**src/rtl/irq_status_ctrl.sv**
```systemverilog
module irq_status_ctrl #(
  parameter int W      = 16,
  parameter int NVEC   = 5,
  parameter int BUSY_B = 12,
  parameter logic [W-1:0] EVT_MASK = 16'h6C1F
) (
  input  logic         clk,
  input  logic         rst_n,
  input  logic [W-1:0] evt,
  input  logic         bus_busy,
  input  logic         legacy,
  input  logic         wr_en,
  input  logic         rd_en,
  input  logic [1:0]   addr,
  input  logic [W-1:0] wdata,
  output logic [W-1:0] rdata,
  output logic         irq
);
  localparam int CW = $clog2(NVEC + 1);

  logic [W-1:0]  flags, en;
  logic [CW-1:0] vec_code;
  logic [W-1:0]  vec_hot;

  always_comb begin
    vec_code = '0;
    vec_hot  = '0;
    for (int i = NVEC - 1; i >= 0; i--) begin
      if (flags[i]) begin
        vec_code = CW'(i + 1);
        vec_hot  = W'(1) << i;
      end
    end
  end

  wire st_wr  = wr_en && addr == 2'd0;
  wire en_wr  = wr_en && addr == 2'd1;
  wire vec_rd = rd_en && legacy && addr == 2'd2;
  wire [W-1:0] clr = (st_wr ? wdata : '0) | (vec_rd ? vec_hot : '0);

  always_ff @(posedge clk) begin
    if (!rst_n) begin
      flags <= '0;
      en    <= '0;
    end else begin
      flags <= ((flags & ~clr) | evt) & EVT_MASK;
      if (en_wr) en <= wdata & EVT_MASK;
    end
  end

  assign irq = |(flags & en);

  always_comb begin
    case (addr)
      2'd0:    rdata = flags | (W'(bus_busy) << BUSY_B);
      2'd1:    rdata = en;
      2'd2:    rdata = legacy ? W'(vec_code) : '0;
      default: rdata = '0;
    endcase
  end
endmodule

```
**config.mk**
```make
export PLATFORM = sky130hd
export DESIGN_NAME = irq_status_ctrl
export DESIGN_NICKNAME = d
export VERILOG_FILES = /design/src/rtl/irq_status_ctrl.sv
export SDC_FILE = /design/constraint.sdc
export NUM_CORES = 1
export LEC_CHECK = 0
export CORE_MARGIN = 1.5
export CORE_UTILIZATION = 38
export DETAILED_ROUTE_END_ITERATION = 12
export PLACE_DENSITY = 0.79
export SYNTH_ARGS = -nofsm -noshare
export SYNTH_HDL_FRONTEND = slang
export SYNTH_SLANG_ARGS = --single-unit
```
**constraint.sdc**
```tcl
create_clock -name clk -period 2 [get_ports clk]
set_input_delay 0.3 -clock clk [delete_from_list [all_inputs] [get_ports clk]]
set_output_delay 0.3 -clock clk [all_outputs]
set_load 0.05 [all_outputs]
```
### After elaboration in Yosys (flattened, before gate mapping)

Index checks and enable logic that the tools add are counted.

* bits in registers: 18
* latch bits: 0
* memory bits (writable): 0
* memory bits (read-only): 0
* output and inout port bits: 17
* word-level logic and storage cells: 30
* memories: 0

* add/subtract/negate cells: 0
* multipliers: 0
* divide/modulo/power cells: 0
* magnitude comparators: 0
* eq/ne operators: 2
* shift operators: 0
* muxes and demuxes: 14
* bitwise operators: 6
* reduce and logical (&&, ||, !) cells: 6

Operators by type and width (count)
* $mux W15: 4
* $pmux W16 S3: 1
* $and A15 B15 Y15: 2
* $or A15 B15 Y15: 2
* $mux W3: 6
* $reduce_or A16 Y1: 1
* $mux W5: 3
* $not A15 Y15: 1
* $or A15 B13 Y15: 1
* $logic_and A1 B1 Y1: 4
* $eq A2 B1 Y1 const B: 1
* $eq A2 B2 Y1 const B: 1
* $logic_not A2 Y1: 1

### Depth between registers and ports, before layout

* depth after elaboration: 10
* depth in mapped cells: 5
* mapped depth without buffers: 3

### Worst setup path before layout

Ideal clock, no wire load.

* kind: input -> output
* start: in addr[0]
* end: out rdata[2]
* data arrival time: 1.963 ns
* path slack: -0.263 ns
* cell stages on the path: 4
* cells stage by stage: clkbuf_1 buf_2 mux2i_1 o21ai_0

* cells in the longest elaborated chain, start to end: 2
* elaborated cells on any way between the ends: 4
* classes of those cells: 2 x eq/ne; 1 x mux; 1 x reduce/logical

Ends and longest elaborated chain
* from (decl): RTL line 14 `input logic [1:0] addr,`
* $eq A2 B2 Y1 (tied with other cells): RTL line 54 `case (addr)`
* $pmux W16 S3 (*): RTL line 54
* to (decl): RTL line 16 `output logic [W-1:0] rdata,`

Mark *: on every way between the ends. The rest lies on a longest branch, timed or not.

### Final worst setup path

* start: reg flags[2]
* end: out rdata[2]

* cells in the longest elaborated chain, start to end: 5
* elaborated cells on any way between the ends: 6
* classes of those cells: 5 x mux; 1 x bitwise

Ends and longest elaborated chain
* from (decl): RTL line 21 `logic [W-1:0] flags, en;`
* from (signal assigned): RTL line 46 `flags <= ((flags & ~clr) | evt) & EVT_MASK;`
* $mux W3 (3 in series): RTL line 29 `if (flags[i]) begin`
* $mux W3: RTL line 57 `2'd2: rdata = legacy ? W'(vec_code) : '0;`
* $pmux W16 S3 (*): RTL line 54

Marks and branches as above.

==> run_results.csv <==
group,metric,value,unit
status,run_status,"complete, but fails checks",
status,violations,"setup timing",
die,io_pins,57,
drt,drt_iter0_markers,21,
clocking,cts_max_level,1,
synthesis,synth_ff_type,"dfxtp_1",
synthesis,synth_area_leaders,"dfxtp_1, mux2i_1, nor2b_1",
timing,rsz0062_at_grt,"yes",
drt,drtPass1Iterations,5,
drt,ant_nets,0,
die,start_util,41.2,%
placed_design,place_congestion,0.782,
worst_setup_path,rr_startpoint,"flags[2]",
synthesis,synth_edf_count,0,
global_route,track_usage,17.4,%
timing,fin_crit,2.19,ns
power,power_density,573,nW/um2
global_route,grt_pass1_vias,991,
synthesis,yosysUniqueCellTypes,36,
power,p_sw_share,31.4,%
finish,drive_gt1_share,24.4,%
worst_setup_path,r2r.worst_path.cells,3,
worst_setup_path,cpMostUsedCell,"or4b_4",
finish,antenna_cells,0,
placed_design,placed_cell_area,1590,um2
synthesis,synth_top_area_share,34.3,%
finish,instances_no_fill,190,
clocking,cts_buffers,3,
finish,postLayoutCoreUtil,64.7,%
worst_setup_path,path_max_fanout,3,
global_route,antenna_found_initial,0,
power,p_leak,0.727,nW
synthesis,synthCells,117,
worst_setup_path,cp_slowest_cell,"or4b_4",
drt,vias_per_cell,5.23,
worst_setup_path,rrSetupSlack,0.47,ns
worst_setup_path,crit_path_start_kind,"register",
power,pwr-share-clk,23.7,%
worst_setup_path,crit_chain,"or4b_4, or4b_4, o21ai_4, buf_12",
clocking,hold_buffers,0,
placed_design,place_hpwl,2080,um
die,core-area,2540,um2
timing,hold_slack,0.556,ns
finish,nets,201,
clocking,clock_latency,0.28,ns
clocking,clkSinkCount,18,
synthesis,syn_area,1050,um2
worst_setup_path,worstPathRequired,1.70,ns
synthesis,synth_seq_cells,18,
worst_hold_path,hp-start,"en[14]",
clocking,clk_pin_slew_worst_paths,0.11,ns
finish,postLayoutCellArea,1650,um2
synthesis,synthArstFlopShare,0,%
power,combPwrFrac,33.9,%
finish,area_growth,56.7,%
power,ir_drop,0.000392,V
power,power_frac_seq,42.4,%
die,die_area,3090,um2
placed_design,dp_slack,-0.322,ns
timing,fin_ws,-0.193,ns
drt,drc_errors,0,
power,p_int,0.647,mW
timing,hold_viol_final,0,
timing,max_freq,456,MHz
worst_setup_path,arrival,1.89,ns
worst_setup_path,cp.buffers_inverters,1,
synthesis,synth_common_cells,"dfxtp_1, mux2i_1, nor2b_1",
timing,slew_violations,0,
die,die_width,55.6,um
placed_design,dp_cells,186,
worst_hold_path,worst_hold_path.endpoint,"en[14]",
worst_hold_path,hold_path_class,"reg -> reg",
global_route,grt_overflow_total,0,
job,maxCapViolations,0,
synthesis,yosys_warnings,0,
clocking,cts_setup_buffers,0,
clocking,cts_tree,"done",
power,power_switching,0.296,mW
drt,via_count,994,
worst_hold_path,whs_path_depth,2,
synthesis,seq_area_frac_synth,34.3,%
timing,finalSetupViolations,1,
synthesis,syn_area_per_cell,8.97,um2
worst_setup_path,path_class,"reg -> out",
global_route,grt_pass1_wl,4400,um
clocking,clockRootBuffer,"clkbuf_4",
clocking,clk_path_buf_depth,2,
worst_setup_path,critical-path-top-delay-family,"simple AND/OR/NAND/NOR gates",
drt,wl_per_cell,14.2,um
drt,drt_wl_total,2690,um
timing,skew,0.00397,ns
synthesis,yosys.area.top_type,"dfxtp_1",
die,num_rows,18,
worst_setup_path,reg2reg_to,"flags[4]",
global_route,grt_start_max_net_pins,14,
timing,min_period_over_period,110,%
worst_setup_path,cp-end-kind,"output port",
placed_design,placement.io_buffers,36,
die,fp.dieH,55.6,um
worst_setup_path,slowest_delay,0.53,ns
[final cells by class]
type / count / area (um2)
Clock buffer: 4 / 36.3
Fill cell: 214 / 900
Inverter: 5 / 18.8
Multi-Input combinational cell: 86 / 648
Sequential cell: 18 / 363
Tap cell: 30 / 37.5
Timing Repair Buffer: 47 / 542
[cell families after synthesis]
group                  after synthesis  share of synthesized area [%]
flip-flops                          18                           34.3
AND/OR/NAND/NOR                     35                           21.3
AO/OA/AOI/OAI                       27                           17.9
buffers and inverters               18                           8.94
multiplexers                        18                           17.2
other                                1                          0.357
[flip-flops by register name (all words and copies together), names as in the netlist]
name,flops
flags,9
en,9
[per-stage QoR]
stage / TNS (ns) / power, mW
6_report: -0.193 / 0.943
3_5_place_dp: -0.322 / 0.723
4_1_cts: -0.205 / 0.941
3_3_place_gp: -0.327 / 0.717
2_1_floorplan: 0 / 0.582
5_1_grt: -0.254 / 0.984
[tightest hold or removal path: cells and delay by family (launching register included)]
family	cells	cell delay (ns)
AND/OR/NAND/NOR	1	0.06
flip-flops	1	0.34
multiplexers	1	0.13
[placed cells by master (no fill, tap or decap), types with 2 or more instances in the layout]
master and count:
a21oi_1 4, a22o_1 4, a31oi_1 4, buf_12 10
buf_4 12, clkbuf_4 3, clkdlybuf4s50_1 23, conb_1 6
dfxtp_1 16, dfxtp_2 2, inv_1 5, mux2i_1 18
nand2_1 4, nand3b_1 2, nor2_1 7, nor2b_1 10
nor3b_2 2, o21ai_0 5, or4b_4 2
[power by group through the flow]
| stage | registers (mW) | logic (mW) | clock network, mW |
|---|---|---|---|
| 3_3_place_gp | 0.405 | 0.312 | 0 |
| 2_1_floorplan | 0.405 | 0.177 | 0 |
| 5_1_grt | 0.403 | 0.338 | 0.243 |
| 4_1_cts | 0.399 | 0.318 | 0.225 |
| 6_report | 0.400 | 0.319 | 0.224 |
| 3_5_place_dp | 0.407 | 0.316 | 0 |
[worst max-delay path by stage]
stage          startpoint  endpoint  cells past startpoint
3_3_place_gp       legacy  rdata[2]                      5
6_report         flags[2]  rdata[2]                      4
2_1_floorplan    flags[1]  rdata[2]                      3
5_1_grt          flags[2]  rdata[2]                      4
3_5_place_dp       legacy  rdata[2]                      5
4_1_cts          flags[2]  rdata[2]                      4
[metal layers]
layer	wire length [um]	vias up	share of wire [%]	track usage (%)
met5	0	-	0	0
met4	0	0	0	4.53
met3	115	0	4.3	2.81
met2	1310	28	49	31.6
met1	1270	469	47	21.0
li1	-	497	-	-
[timing repair]
| action | in CTS | in global routing |
|---|---|---|
| endpoints found under the hold margin | 0 | 0 |
| endpoints found under the setup margin | 1 | 2 |
| pin swaps | 2 | 0 |
| resized for setup | 2 | 4 |
Note: power is estimated with default switching activity, not from simulation.
